$ cat src/rtl/hitstat_pkg.sv
package hitstat_pkg;

  typedef enum logic [1:0] {
    REG_COUNT  = 2'd0,
    REG_MASK   = 2'd1,
    REG_ACTION = 2'd2,
    REG_STATUS = 2'd3
  } regSel_e;

  localparam int ACT_W = 8;

  // action word bit positions
  localparam int A_LOAD_HIT = 0;
  localparam int A_DEC_HIT  = 1;
  localparam int A_REQ_HIT  = 2;
  localparam int A_ERR_HIT  = 3;
  localparam int A_DEC_FREE = 4;
  localparam int A_REQ_ZERO = 5;
  localparam int A_ERR_ZERO = 6;
  localparam int A_RELOAD   = 7;

  // strobes from control to datapath
  typedef struct packed {
    logic wrCount;
    logic loadCnt;
    logic decCnt;
    logic setReq;
    logic setErr;
    logic clrReq;
    logic clrErr;
  } ctrlStrobe_t;

endpackage

$ cat src/rtl/hitstat_ctrl.sv
module hitstat_ctrl
  import hitstat_pkg::*;
#(
  parameter int HALF_W = 32,
  parameter int N_MEM  = 32,
  parameter int N_IO   = 32
) (
  input  logic                  clk,
  input  logic                  rstN,
  input  logic [N_MEM-1:0]      memHit,
  input  logic [N_IO-1:0]       ioHit,
  input  logic                  regWrEn,
  input  logic [1:0]            regAddr,
  input  logic [2*HALF_W-1:0]   regWrData,
  input  logic                  cntZero,
  output ctrlStrobe_t           strb,
  output logic [N_MEM-1:0]      memMask,
  output logic [N_IO-1:0]       ioMask,
  output logic [ACT_W-1:0]      action
);

  logic hitEvt;
  logic wrCnt;
  logic loadReq;
  logic decReq;

  // any watched strobe forms one event
  assign hitEvt = (|(memHit & memMask)) | (|(ioHit & ioMask));

  always_ff @(posedge clk) begin
    if (!rstN) begin
      memMask <= '0;
      ioMask  <= '0;
      action  <= '0;
    end else if (regWrEn) begin
      if (regAddr == REG_MASK) begin
        memMask <= regWrData[N_MEM-1:0];
        ioMask  <= regWrData[HALF_W +: N_IO];
      end
      if (regAddr == REG_ACTION) begin
        action <= regWrData[ACT_W-1:0];
      end
    end
  end

  always_comb begin
    wrCnt   = regWrEn && (regAddr == REG_COUNT);
    loadReq = (action[A_LOAD_HIT] && hitEvt) || (action[A_RELOAD] && cntZero);
    decReq  = (action[A_DEC_HIT] && hitEvt) || action[A_DEC_FREE];

    strb.wrCount = wrCnt;
    strb.loadCnt = loadReq && !wrCnt;
    strb.decCnt  = decReq && !loadReq && !cntZero && !wrCnt;
    strb.setReq  = (action[A_REQ_HIT] && hitEvt) || (action[A_REQ_ZERO] && cntZero);
    strb.setErr  = (action[A_ERR_HIT] && hitEvt) || (action[A_ERR_ZERO] && cntZero);
    strb.clrReq  = regWrEn && (regAddr == REG_STATUS) && regWrData[0];
    strb.clrErr  = regWrEn && (regAddr == REG_STATUS) && regWrData[1];
  end

  // free-running mode always moves a nonzero count unless software writes it
  a_r5_free_moves: assert property (@(posedge clk) disable iff (!rstN)
    (action[A_DEC_FREE] && !cntZero && !(regWrEn && regAddr == REG_COUNT))
      |-> (strb.loadCnt || strb.decCnt));

  // with no watched strobe and no hit-independent action, nothing happens
  a_r9_masked_quiet: assert property (@(posedge clk) disable iff (!rstN)
    (((memHit & memMask) == '0) && ((ioHit & ioMask) == '0) && (action[7:4] == 4'd0))
      |-> !(strb.loadCnt || strb.decCnt || strb.setReq || strb.setErr));

endmodule

$ cat src/rtl/hitstat_dp.sv
module hitstat_dp
  import hitstat_pkg::*;
#(
  parameter int HALF_W = 32
) (
  input  logic                  clk,
  input  logic                  rstN,
  input  ctrlStrobe_t           strb,
  input  logic [2*HALF_W-1:0]   regWrData,
  output logic [HALF_W-1:0]     count,
  output logic [HALF_W-1:0]     loadVal,
  output logic                  cntZero,
  output logic                  reqFlag,
  output logic                  errFlag
);

  localparam logic [HALF_W-1:0] CNT_ONE = HALF_W'(1);

  assign cntZero = (count == '0);

  always_ff @(posedge clk) begin
    if (!rstN) begin
      count   <= '0;
      loadVal <= '0;
    end else if (strb.wrCount) begin
      loadVal <= regWrData[2*HALF_W-1:HALF_W];
      count   <= regWrData[HALF_W-1:0];
    end else if (strb.loadCnt) begin
      count <= loadVal;
    end else if (strb.decCnt) begin
      count <= count - CNT_ONE;
    end
  end

  always_ff @(posedge clk) begin
    if (!rstN) begin
      reqFlag <= 1'b0;
      errFlag <= 1'b0;
    end else begin
      reqFlag <= strb.setReq | (reqFlag & ~strb.clrReq);
      errFlag <= strb.setErr | (errFlag & ~strb.clrErr);
    end
  end

  // a load strobe delivers the load value
  a_r3_load_value: assert property (@(posedge clk) disable iff (!rstN)
    (strb.loadCnt && !strb.wrCount) |=> (count == $past(loadVal)));

  // one decrement strobe lowers the count by exactly one
  a_r4_dec_step: assert property (@(posedge clk) disable iff (!rstN)
    (strb.decCnt && !strb.loadCnt && !strb.wrCount) |=> (count == $past(count) - CNT_ONE));

  // zero holds unless loaded or written
  a_r7_no_wrap: assert property (@(posedge clk) disable iff (!rstN)
    (cntZero && !strb.loadCnt && !strb.wrCount) |=> (count == '0));

  // request flag is sticky
  a_r10_req_sticky: assert property (@(posedge clk) disable iff (!rstN)
    (reqFlag && !strb.clrReq) |=> reqFlag);

  // error flag is sticky
  a_r11_err_sticky: assert property (@(posedge clk) disable iff (!rstN)
    (errFlag && !strb.clrErr) |=> errFlag);

  // set beats clear, clear alone empties the flag
  a_r12_set_wins: assert property (@(posedge clk) disable iff (!rstN)
    strb.setReq |=> reqFlag);
  a_r12_clear_req: assert property (@(posedge clk) disable iff (!rstN)
    (strb.clrReq && !strb.setReq) |=> !reqFlag);

endmodule

$ cat src/rtl/hitstat_unit.sv
module hitstat_unit
  import hitstat_pkg::*;
#(
  parameter int HALF_W = 32,
  parameter int N_MEM  = 32,
  parameter int N_IO   = 32
) (
  input  logic                  clk,
  input  logic                  rstN,
  input  logic [N_MEM-1:0]      memHit,
  input  logic [N_IO-1:0]       ioHit,
  input  logic                  regWrEn,
  input  logic [1:0]            regAddr,
  input  logic [2*HALF_W-1:0]   regWrData,
  output logic [2*HALF_W-1:0]   regRdData,
  output logic                  reqOut,
  output logic                  errOut
);

  localparam int DATA_W = 2 * HALF_W;

  ctrlStrobe_t          strb;
  logic [N_MEM-1:0]     memMask;
  logic [N_IO-1:0]      ioMask;
  logic [ACT_W-1:0]     action;
  logic [HALF_W-1:0]    count;
  logic [HALF_W-1:0]    loadVal;
  logic                 cntZero;
  logic                 reqFlag;
  logic                 errFlag;
  logic [HALF_W-1:0]    memMaskWide;
  logic [HALF_W-1:0]    ioMaskWide;

  hitstat_ctrl #(.HALF_W(HALF_W), .N_MEM(N_MEM), .N_IO(N_IO)) ctrlInst (
    .clk       (clk),
    .rstN      (rstN),
    .memHit    (memHit),
    .ioHit     (ioHit),
    .regWrEn   (regWrEn),
    .regAddr   (regAddr),
    .regWrData (regWrData),
    .cntZero   (cntZero),
    .strb      (strb),
    .memMask   (memMask),
    .ioMask    (ioMask),
    .action    (action)
  );

  hitstat_dp #(.HALF_W(HALF_W)) dpInst (
    .clk       (clk),
    .rstN      (rstN),
    .strb      (strb),
    .regWrData (regWrData),
    .count     (count),
    .loadVal   (loadVal),
    .cntZero   (cntZero),
    .reqFlag   (reqFlag),
    .errFlag   (errFlag)
  );

  assign memMaskWide = HALF_W'(memMask);
  assign ioMaskWide  = HALF_W'(ioMask);

  always_comb begin
    case (regAddr)
      REG_COUNT:  regRdData = {loadVal, count};
      REG_MASK:   regRdData = {ioMaskWide, memMaskWide};
      REG_ACTION: regRdData = DATA_W'(action);
      default:    regRdData = DATA_W'({errFlag, reqFlag});
    endcase
  end

  assign reqOut = reqFlag;
  assign errOut = errFlag;

endmodule

$ cat config.mk
export PLATFORM = sky130hd
export DESIGN_NAME = hitstat_unit
export DESIGN_NICKNAME = d
export VERILOG_FILES = /design/src/rtl/hitstat_pkg.sv /design/src/rtl/hitstat_ctrl.sv /design/src/rtl/hitstat_dp.sv /design/src/rtl/hitstat_unit.sv
export SDC_FILE = /design/constraint.sdc
export NUM_CORES = 1
export LEC_CHECK = 0
export ABC_AREA = 1
export BUFFER_PORTS_ARGS = -buffer_cell sky130_fd_sc_hd__buf_2
export CAP_MARGIN = 5
export CORE_AREA = 4 4 192 101
export CTS_CLUSTER_SIZE = 40
export DETAILED_ROUTE_END_ITERATION = 8
export DIE_AREA = 0 0 196 105
export GPL_ROUTABILITY_DRIVEN = 0
export HOLD_SLACK_MARGIN = 0.06
export MAX_ROUTING_LAYER = met4
export PLACE_DENSITY_LB_ADDON = 0.05
export REMOVE_ABC_BUFFERS = 1
export SLEW_MARGIN = 20
export SYNTH_ARGS = -nofsm -noshare
export SYNTH_HDL_FRONTEND = slang
export SYNTH_HIERARCHICAL = 1
export SYNTH_SLANG_ARGS = --single-unit
$ cat constraint.sdc
create_clock -name clk -period 4.1 [get_ports clk]
set_input_delay 0.41 -clock clk [delete_from_list [all_inputs] [get_ports clk]]
set_output_delay 0.41 -clock clk [all_outputs]
set_load 0.03 [all_outputs]
Yosys cells after proc, flatten, opt, wreduce, memory -nomap -nowiden
Index checks and enable logic that the tools add are counted.
{"block": "totals", "regBits": 138, "output_inout_bits": 66, "elab_cells": 53}
{"block": "op_classes", "add_sub_neg": 1, "eq_ne": 3, "muxes": 4, "bitwise_logic": 9, "n_reduce_logical": 29}
{"operator": "64-bit case mux with 3 select lines", "n": 1}
{"operator": "32-bit two-way mux", "n": 3}
{"operator": "32-bit AND", "n": 2}
{"operator": "32-bit OR reduction", "n": 2}
{"operator": "32-bit zero test", "n": 1}
{"operator": "32-bit by 1-bit subtractor with 32-bit output, second input constant", "n": 1}
{"operator": "1-bit logical AND", "n": 15}
{"operator": "2-bit equality test, second input constant", "n": 2}
{"operator": "1-bit logical OR", "n": 4}
{"operator": "2-bit AND reduction", "n": 2}
{"operator": "1-bit zero test", "n": 3}
{"operator": "1-bit OR", "n": 3}
{"operator": "3-bit nonzero test", "n": 1}
{"operator": "1-bit AND", "n": 2}
{"operator": "2-bit by 1-bit equality test with 1-bit output, second input constant", "n": 1}
{"operator": "2-bit zero test", "n": 1}
{"operator": "1-bit inverter", "n": 2}

Depth between registers and ports, before layout
{"block": "depth", "depth_word": 12, "depth_mapped": 17, "depth_no_buf": 17}

Hierarchy
The synthesis kept the hierarchy.
{"mod": "hitstat_dp", "instances": 1, "cells_per_inst": 622, "area_per_inst_um2": 3811.2, "seq_area_each_um2": 1321.3}
{"mod": "hitstat_ctrl", "instances": 1, "cells_per_inst": 463, "area_per_inst_um2": 3055.4, "seq_area_each_um2": 1441.4}
{"mod": "hitstat_unit", "instances": 1, "cells_per_inst": 221, "area_per_inst_um2": 991.0, "seq_area_each_um2": 0.0}

Worst setup path after synthesis
No wires, ideal clock.
{"block": "synth_path", "path_type": "reg2reg", "start": "register dpInst.count[0]", "end": "register dpInst.count[8]", "setup_ns": 0.132, "arrival_time_ns": 2.570, "setup_slack_ns": 1.398, "stages_incl_launch_ff": 16, "synth_period_minus_slack_ns": 2.702, "path_cell_list": "dfxtp_1 inv_1 ha_1 nand2_2 nor2_4 nand2_2 nor2_1 nand3_1 nor4_1 nand2_1 a21oi_1 buf_2 clkbuf_1 o21ai_0 o21ai_0 a21oi_1"}
{"item": "start: declaration", "line_no": "hitstat_dp.sv:10", "text": "output logic [HALF_W-1:0] count,"}
{"item": "start signal: assignment", "line_no": "hitstat_dp.sv:27", "text": "count <= regWrData[HALF_W-1:0];"}
{"item": "start signal: assignment", "line_no": "hitstat_dp.sv:29", "text": "count <= loadVal;"}
{"item": "start signal: assignment", "line_no": "hitstat_dp.sv:31", "text": "count <= count - CNT_ONE;"}

==> impl_results.md <==
* Multi-input logic area at 0.00460 mm²
* Die ar. at approximately 0.021 mm²
* Syn. warnings at 6
* CP max FO at 20
* Clock sink count at 138
* H-tree levels at 4
* Worst min-delay path startpoint: regWrData[52]
* Ant diodes at 0
* TNS Setup at 0 ps
* I/O pin count at 199
* Final Cycle Share at 80.9%
* Final hold violation count at 0
* Number of synthesized register bits at 138
* Wire per inst at 16.1 µm
* RR Startpoint: dpInst/count[0]$_SDFFE_PN0P_
* Die X at 196 µm
* R2R setup slack at 780 ps
* Status: completed
* Clock Path Buffers at 2
* Commonest non-fill, non-tap cell in the layout: nand2_1
* Power Density at 509 mW/mm²
* # setup viols final at 0
* CTS tree: done
* Initial antenna violation count at 0
* First-pass GRT wire length at around 44 mm
* Fill count at roughly 1900
* Worst-path clk slew at roughly 60 ps
* Worst slew margin at 27.2%
* Drt pass-1 iters at 5
* Worst-skew pair later-pin latency at 430 ps
* Total leakage power at around 4.9 nW
* Fin crit period at ~3300 ps
* Root buf cell: clkbuf_16
* Tightest hold margin at 231 ps
* Clock Skew at 14.0 ps
* Buffers on Ports at approximately 200
* Hold Path Class: input pin to flip-flop
* Setup CP Type: flip-flop to flip-flop
* CP dominant cell by count: nor2_1
* Peak supply drop at 0.356 mV
* DRC violations left at 0
* Final non-filler cell total at 1717
* Largest net degree at the start of global routing at 71
* Vias per Instance at 5.13
* Crit path cell chain: inv_1 > ha_1 > nand2_2 > nor2_4 > nand2_2 > nor2_1 > nand3_1 > nor4_1 > nand2_1 > a21oi_4 > nor3_4 > buf_4 > inv_1 > buf_4 > o21ai_0 > a21oi_1 > nor2_1 > nor2_1
* Post-CTS Setup Bufs at 0
* Slew @ Worst Pin at 1090 ps
* Placeable Area at 0.0179 mm²
* Seq/Total Area, Yosys at 35.2%
* R2r endpoint: dpInst/count[17]$_SDFFE_PN0P_
* Post-cts sizing count at 0
* Fraction of layout cells with a size suffix above 1 at 19.2%
* Most frequent cells in the layout: nand2_1 (432), nor2_1 (344), buf_2 (198), dfxtp_1 (138), o21ai_0 (95)
* P&R area growth vs syn at 20.8%
* Row count at 35
* Startpoint types: flip-flop
* Post-synthesis cell count at roughly 1300
* Max_cap viols at 0
* Slowest stage delay, CP at 490 ps
* Avg Inst Size Synth at between 6 and 7 µm²
* DP HPWL at 19.7 mm
* DP Area at 0.00886 mm²
* Placed cells at 1686
* Critical Path End Type: flip-flop
* FF+latch area at around 0.0028 mm²
* Number of global-route vias before repair at ~8000
* Initial core utilization at 44.0%
* Critical Path Slowest Stage Cell: nor4_1
* Cells on Worst Hold Path at 3
* Fmax at 301 MHz
* Yosys cell types at 39
* CTS buffer count at 17
* Routed vias at between 8000 and 9000
* Cell Area, Synth at ~0.0079 mm²
* DR iter-0 viols at 875
* DRT antenna net count at 0
* Total GRT Usage at 27.3%
* WL final at 27.7 mm
* Worst r2r path cells at 18
* Worst endpoint data arrival time at 3670 ps
* Final nets at 1599
* Max-slew violations at 0
* RSZ-0062 raised after global routing: false
* Tot Pwr at 0.00484 W
* Die height at 105 µm
* CTS Hold Buffers Added at 0
* Crit path required time at 4460 ps
* Hold worst-path end: dpInst/loadVal[20]$_SDFFE_PN0P_
* Total gr overflow at 0
* Final instance area at 0.00949 mm²
==> how the worst max path moves through the flow <==
stage | start | end | slack, ps | cells after the start
2_1_floorplan | regAddr[1] | dpInst/count[17]$_SDFFE_PN0P_ | -1920 | 10
3_3_place_gp | dpInst/count[0]$_SDFFE_PN0P_ | dpInst/count[19]$_SDFFE_PN0P_ | 1030 | 18
3_5_place_dp | dpInst/count[0]$_SDFFE_PN0P_ | dpInst/count[17]$_SDFFE_PN0P_ | 860 | 18
4_1_cts | dpInst/count[0]$_SDFFE_PN0P_ | dpInst/count[19]$_SDFFE_PN0P_ | 830 | 18
5_1_grt | dpInst/count[0]$_SDFFE_PN0P_ | dpInst/count[19]$_SDFFE_PN0P_ | 370 | 18
6_report | dpInst/count[0]$_SDFFE_PN0P_ | dpInst/count[17]$_SDFFE_PN0P_ | 780 | 18
==> critical path, delay by kind of cell (launching register included) <==
kind                       cells  cell delay, ps
AOI/OAI and AO/OA              3             540
DFF                            1             330
and+or+nand+nor               10            1490
adders and majority gates      1             240
buffers and inverters          4             630
==> cell type report <==
type                    count  share of cell area [%]
inverters                  37                    1.49
repair buffers            207                    11.2
clock inverters             9                    1.42
well taps                 240                    3.16
clock buffers              22                    5.21
flip-flops and latches    138                    29.1
multi-input cells        1064                    48.5
==> per-stage QoR <==
step                      util (%)  worst slack (ps)
after floorplan                  -             -1920
final                         53.1               782
after CTS                     53.1               829
after global placement        49.6              1030
after detailed placement      49.6               860
after global routing          53.1               372
==> routing by layer <==
metal  part of all wire (%)  track usage (%)
met5                      0                -
met4                   0.52             4.13
met3                    8.0             5.70
met2                     37             33.0
met1                     55             45.1
==> synthesized netlist by cell type, drive strengths merged <==
cell,instances,area [µm²]
a21oi,61,309
a221oi,1,8.76
a31oi,1,6.26
and2,1,6.26
buf,35,239
clkbuf,32,144
dfxtp,138,2760
ha,1,12.5
inv,37,141
nand2,445,1700
nand3,36,200
nand4,7,43.8
nor2,360,1450
nor3,2,15.0
nor3b,2,15.0
nor4,1,6.26
o2111ai,2,17.5
o211ai,3,22.5
o21ai,124,621
o21bai,6,45.0
o31ai,2,15.0
xnor2,4,35.0
xor2,5,43.8
==> flip-flops by register name (all words and copies together), names as in the netlist <==
signal and flops:
ctrlInst/ioMask 32, dpInst/reqFlag 1, ctrlInst/action 8, dpInst/loadVal 32
dpInst/count 32, dpInst/errFlag 1, ctrlInst/memMask 32
==> cells by family after synthesis <==
logic type	after synthesis	share of synthesized area [%]
xor gates and xnor gates	9	1.00
and+or+nand+nor	854	43.7
DFF	138	35.2
buffers and inverters	104	6.67
AOI/OAI and AO/OA	200	13.3
adders and majority gates	1	0.159
==> report_power, final <==
| group | switching (W) | internal (W) | leakage, nW |
|---|---|---|---|
| Combinational | 0.00107 | 0.000504 | 3.50 |
| Sequential | 0.000142 | 0.00145 | 1.13 |
| Clock | 0.000622 | 0.00104 | 0.301 |
| Total | 0.00184 | 0.00300 | 4.93 |
Power figures use the tool's default switching activity.
